===== config.mk =====
export PLATFORM = sky130hd
export DESIGN_NAME = led_dim_engine
export DESIGN_NICKNAME = d
export VERILOG_FILES = /design/src/rtl/led_dim_pkg.sv /design/src/rtl/dim_channel.sv /design/src/rtl/led_drive_sel.sv /design/src/rtl/pin_sync.sv /design/src/rtl/led_dim_engine.sv
export SDC_FILE = /design/constraint.sdc
export NUM_CORES = 1
export LEC_CHECK = 0
export BUFFER_PORTS_ARGS = -buffer_cell sky130_fd_sc_hd__buf_2
export CAP_MARGIN = 20
export CORE_AREA = 2 2 110 112
export CTS_CLUSTER_DIAMETER = 50
export DETAILED_ROUTE_END_ITERATION = 16
export DIE_AREA = 0 0 112 114
export GPL_TIMING_DRIVEN = 0
export SLEW_MARGIN = 20
export SYNTH_ARGS = -nofsm -noshare
export SYNTH_HDL_FRONTEND = slang
export SYNTH_HIERARCHICAL = 1
export SYNTH_SLANG_ARGS = --single-unit
export TNS_END_PERCENT = 5

===== constraint.sdc =====
create_clock -name clk -period 2.3 [get_ports clk]
set_input_delay 0.115 -clock clk [delete_from_list [all_inputs] [get_ports clk]]
set_output_delay 0.115 -clock clk [all_outputs]
set_load 0.1 [all_outputs]

===== src/rtl/led_dim_pkg.sv =====
package led_dim_pkg;

    typedef enum logic [1:0] {
        MODE_OFF  = 2'b00,
        MODE_ON   = 2'b01,
        MODE_DIM0 = 2'b10,
        MODE_DIM1 = 2'b11
    } led_mode_e;

    localparam int unsigned DIM_CHANNELS = 2;
    localparam int unsigned MODE_W       = 2;

endpackage


===== src/rtl/dim_channel.sv =====
module dim_channel #(
    parameter int unsigned CNT_W = 8
) (
    input  logic             clk,
    input  logic             rst_n,
    input  logic             tick,
    input  logic [CNT_W-1:0] psc_in,
    input  logic [CNT_W-1:0] pwm_in,
    output logic             dim_on,
    output logic             wrap,
    output logic [CNT_W-1:0] pwm_cur
);

    typedef struct packed {
        logic [CNT_W-1:0] pre;
        logic [CNT_W-1:0] phase;
        logic [CNT_W-1:0] psc;
        logic [CNT_W-1:0] pwm;
    } chan_t;

    localparam logic [CNT_W-1:0] PWM_RESET = {1'b1, {(CNT_W-1){1'b0}}};

    chan_t chan_d, chan_q;
    logic  step;

    always_comb begin
        chan_d = chan_q;
        step   = tick && (chan_q.pre == chan_q.psc);
        wrap   = step && (chan_q.phase == '1);
        if (tick) begin
            if (step) begin
                chan_d.pre   = '0;
                chan_d.phase = chan_q.phase + 1'b1;
                if (wrap) begin
                    chan_d.psc = psc_in;
                    chan_d.pwm = pwm_in;
                end
            end else begin
                chan_d.pre = chan_q.pre + 1'b1;
            end
        end
    end

    always_ff @(posedge clk or negedge rst_n) begin
        if (!rst_n) begin
            chan_q.pre   <= '0;
            chan_q.phase <= '0;
            chan_q.psc   <= '0;
            chan_q.pwm   <= PWM_RESET;
        end else begin
            chan_q <= chan_d;
        end
    end

    assign dim_on  = chan_q.phase < chan_q.pwm;
    assign pwm_cur = chan_q.pwm;

endmodule


===== src/rtl/led_drive_sel.sv =====
module led_drive_sel
    import led_dim_pkg::*;
(
    input  logic [MODE_W-1:0]       mode,
    input  logic [DIM_CHANNELS-1:0] dim_on,
    output logic                    oe,
    output logic                    pull
);

    led_mode_e mode_e;

    always_comb begin
        mode_e = led_mode_e'(mode);
        oe     = 1'b1;
        pull   = 1'b0;
        unique case (mode_e)
            MODE_OFF:  oe   = 1'b0;
            MODE_ON:   pull = 1'b1;
            MODE_DIM0: pull = dim_on[0];
            MODE_DIM1: pull = dim_on[1];
        endcase
    end

endmodule


===== src/rtl/pin_sync.sv =====
module pin_sync #(
    parameter int unsigned WIDTH  = 8,
    parameter int unsigned STAGES = 2
) (
    input  logic             clk,
    input  logic             rst_n,
    input  logic [WIDTH-1:0] din,
    output logic [WIDTH-1:0] dout
);

    logic [STAGES-1:0][WIDTH-1:0] chain_d, chain_q;

    always_comb begin
        chain_d[0] = din;
        for (int s = 1; s < STAGES; s++) begin
            chain_d[s] = chain_q[s-1];
        end
    end

    always_ff @(posedge clk or negedge rst_n) begin
        if (!rst_n) chain_q <= '0;
        else        chain_q <= chain_d;
    end

    assign dout = chain_q[STAGES-1];

endmodule


===== src/rtl/led_dim_engine.sv =====
module led_dim_engine
    import led_dim_pkg::*;
#(
    parameter int unsigned NUM_LEDS = 8,
    parameter int unsigned CNT_W    = 8
) (
    input  logic                clk,
    input  logic                rst_n,
    input  logic                tick,
    input  logic [CNT_W-1:0]    psc0_in,
    input  logic [CNT_W-1:0]    pwm0_in,
    input  logic [CNT_W-1:0]    psc1_in,
    input  logic [CNT_W-1:0]    pwm1_in,
    input  logic [NUM_LEDS-1:0] sel_lo,
    input  logic [NUM_LEDS-1:0] sel_hi,
    input  logic [NUM_LEDS-1:0] pin_level,
    output logic [NUM_LEDS-1:0] drive_en,
    output logic [NUM_LEDS-1:0] pull_low,
    output logic [NUM_LEDS-1:0] pin_byte
);

    localparam int unsigned SEL_W = MODE_W * NUM_LEDS;

    typedef struct packed {
        logic [NUM_LEDS-1:0] oe;
        logic [NUM_LEDS-1:0] pull;
    } drv_t;

    logic [SEL_W-1:0]                   sel_all;
    logic [DIM_CHANNELS-1:0]            dim_on;
    logic [DIM_CHANNELS-1:0]            wrap_ev;
    logic [DIM_CHANNELS-1:0][CNT_W-1:0] pwm_cur;
    logic [DIM_CHANNELS-1:0][CNT_W-1:0] psc_vec;
    logic [DIM_CHANNELS-1:0][CNT_W-1:0] pwm_vec;
    logic [NUM_LEDS-1:0]                oe_c, pull_c;
    drv_t                               drv_d, drv_q;

    assign sel_all = {sel_hi, sel_lo};
    assign psc_vec = {psc1_in, psc0_in};
    assign pwm_vec = {pwm1_in, pwm0_in};

    for (genvar c = 0; c < DIM_CHANNELS; c++) begin : g_chan
        dim_channel #(.CNT_W(CNT_W)) i_chan (
            .clk     (clk),
            .rst_n   (rst_n),
            .tick    (tick),
            .psc_in  (psc_vec[c]),
            .pwm_in  (pwm_vec[c]),
            .dim_on  (dim_on[c]),
            .wrap    (wrap_ev[c]),
            .pwm_cur (pwm_cur[c])
        );
    end

    for (genvar n = 0; n < NUM_LEDS; n++) begin : g_led
        led_drive_sel i_sel (
            .mode   (sel_all[MODE_W*n +: MODE_W]),
            .dim_on (dim_on),
            .oe     (oe_c[n]),
            .pull   (pull_c[n])
        );
    end

    always_comb begin
        drv_d.oe   = oe_c;
        drv_d.pull = pull_c;
    end

    always_ff @(posedge clk or negedge rst_n) begin
        if (!rst_n) drv_q <= '0;
        else        drv_q <= drv_d;
    end

    assign drive_en = drv_q.oe;
    assign pull_low = drv_q.pull;

    pin_sync #(.WIDTH(NUM_LEDS), .STAGES(2)) i_sync (
        .clk   (clk),
        .rst_n (rst_n),
        .din   (pin_level),
        .dout  (pin_byte)
    );

endmodule


==> impl_results.md <==
* Vias/cell at 4.63
* Starting DRT DRC Count at 80
* Final hold vios at 0
* CP max stage delay at 0.45 ns
* Number of global-route vias before repair at 3,034
* Detail Route Antenna Nets at 0
* Slew Limit Headroom at 0.665
* Total Wirelength at 8.16 mm
* Dpl cell area at 4930 sq um
* Die height at 114 um
* Max Clk Rate at 0.482 GHz
* Critical path required time at 2.53 ns
* Status: completed
* Core area at 11,700 sq um
* Hold Path Depth at 2
* Clock Skew at 0.00490 ns
* PortBufs at 82
* Initial core utilization at 0.368
* Worst R2R End: g_chan[0].i_chan/chan_q[8]
* Final Wtd Congestion at 0.796
* Gr usage total at 0.139
* RSZ-0062 raised after global routing: no
* Worst-Skew Late Latency at 0.35 ns
* Crit path cell chain: xnor2_1 -> nand4_1 -> nor3_4 -> nand4_4 -> buf_6 -> mux2_4
* Clk sink count at 96
* Drt wl/cell at 12.7 um
* Crit path DAT at 2.31 ns
* DR vias at 2,966
* Final core utilization at 0.496
* Setup violators final at 0
* Clk slew on worst S/H paths at 0.06 ns
* CP startpoint kind: flip-flop
* Clock buffer depth at 2
* Layout cell share with drive strength beyond 1 at 0.292
* Tmin final at 2.07 ns
* Post-synthesis net count at 415
* Inserted Diodes at 0
* Critical path startpoint: g_chan[0].i_chan/chan_q[24]
* FP Rows at 40
* R2r startpoint: g_chan[0].i_chan/chan_q[24]
* Hold/Removal Path Class: input pin to flip-flop
* Slowest cell on the critical path: dfrtp_1
* Maximum vdd drop at 0.000809 V
* Setup CP Type: flip-flop to flip-flop
* Reg2reg path depth at 6
* GRT overflow at 0
* Hpwl dp at 5.62 mm
* Die width at 112 um
* Die area at 12,800 sq um
* Crit end category: flip-flop
* Mean post-synth cell area at 12.7 sq um
* Slew Limit Fails at 0
* Post-Syn Area at 4310 sq um
* Tcrit/Tclk final at 0.901
* Worst-margin pin slew at 0.499 ns
* First-pass GRT wire length at 14.0 mm
* Register-to-Register Setup Slack at 0.23 ns
* CTS tree: built
* 1st-pass router iterations at 4
* # IOs at 83
* Design area at 5810 sq um
* Synthesis warning total at 6
* Max cap viols at 0
* Root Buffer: clkbuf_16
* H-tree depth at 3
* Post-Syn Instances at 338
* TNS Setup at 0 ns
* Pin count of the biggest net entering global routing at 75
* Hold Path Sink: g_chan[1].i_chan/pwm_cur[0]
* DRC viols at 0
* Initial antenna violation count at 0
* Hold_sp: pwm1_in[0]
* Net count, final at 565
* Worst-path maximum fanout at 10
* Leakage power at 2.77 nW
* PD cells at 975 nW/um^2
* Area Overhead vs Synth at 35.0%
* Number of fill cells in the layout at 1,025
* CTS Buf Count at 9
[registers in the layout, summed over array words and instances (netlist names)]
| register | count |
|---|---|
| drive_en | 8 |
| g_chan.i_chan/chan_q | 48 |
| i_sync/chain_d | 8 |
| i_sync/dout | 8 |
| pull_low | 8 |
| g_chan.i_chan/pwm_cur | 16 |
[through the flow]
step | power (mW) | cells | setup slack (ns) | hold slack (ns)
2_1_floorplan | 3.62 | 338 | 0.469 | -0.181
3_3_place_gp | 4.02 | 567 | 0.121 | 0.224
3_5_place_dp | 4.09 | 568 | 0.195 | -0.0166
4_1_cts | 5.76 | 640 | 0.156 | 0.0102
5_1_grt | 6.03 | 640 | 0.00687 | 0.0105
6_report | 5.67 | 640 | 0.227 | 0.0204
[layer usage]
metal,global-route usage,vias up,wire length [um]
met5,0,-,0
met4,0.0732,0,185
met3,0.0319,10,321
met2,0.232,62,3940
met1,0.169,1423,3710
li1,-,1471,-
[final cells by class]
| cell class | instances | area, sq um | area share |
|---|---|---|---|
| well taps | 147 | 184 | 0.0316 |
| clock buffers | 12 | 267 | 0.0458 |
| flip-flops and latches | 96 | 2400 | 0.414 |
| clock inverters | 4 | 51.3 | 0.00882 |
| inverters | 24 | 90.1 | 0.0155 |
| multi-input cells | 210 | 1770 | 0.304 |
| repair buffers | 139 | 1000 | 0.173 |
| plain buffers | 8 | 47.5 | 0.00818 |
[worst max-delay path: cells and delay by family (launching register included)]
kind	cells	cell delay [ns]
simple gates	3	0.80
flops	1	0.45
mux	1	0.30
buf+inv	1	0.23
xor+xnor	1	0.18
[layout by cell type, fill, tap and decap left out, types with 3 or more instances in the layout]
cell type	count
nor3_1	4
nand4_1	12
nand2b_1	4
a31oi_1	8
mux2_4	20
dfrtp_1	94
inv_1	24
and3_1	10
a21oi_1	10
xnor2_1	32
dlygate4sd3_1	56
and2_1	7
clkbuf_1	4
mux2_2	14
nand3_1	10
clkbuf_8	3
or2_1	8
nand2_1	10
ha_1	18
a21o_1	4
clkbuf_16	9
buf_2	83
buf_6	3
nor2_1	12
xor2_1	6
[timing repair]
| item | CTS | global route |
|---|---|---|
| endpoints found under the setup margin | 0 | 1 |
| hold buffers | 56 | 0 |
| resized for setup | 0 | 1 |
| buffers inserted | 0 | 0 |
| endpoints found under the hold margin | 148 | 0 |
[worst max path at each step]
stage,endpoint,cells past startpoint
floorplan,g_chan[0].i_chan/chan_q[10],6
global placement,g_chan[1].i_chan/pwm_cur[6],1
detailed placement,g_chan[0].i_chan/pwm_cur[5],6
CTS,pull_low[6],7
global route,g_chan[0].i_chan/pwm_cur[5],6
finish,g_chan[0].i_chan/chan_q[8],6
[power by group]
| part | internal, mW | switching [mW] |
|---|---|---|
| Combinational | 0.643 | 1.34 |
| Sequential | 1.93 | 0.209 |
| Clock | 0.931 | 0.617 |
| Total | 3.50 | 2.17 |
Note: power is estimated with default switching activity, not from simulation.
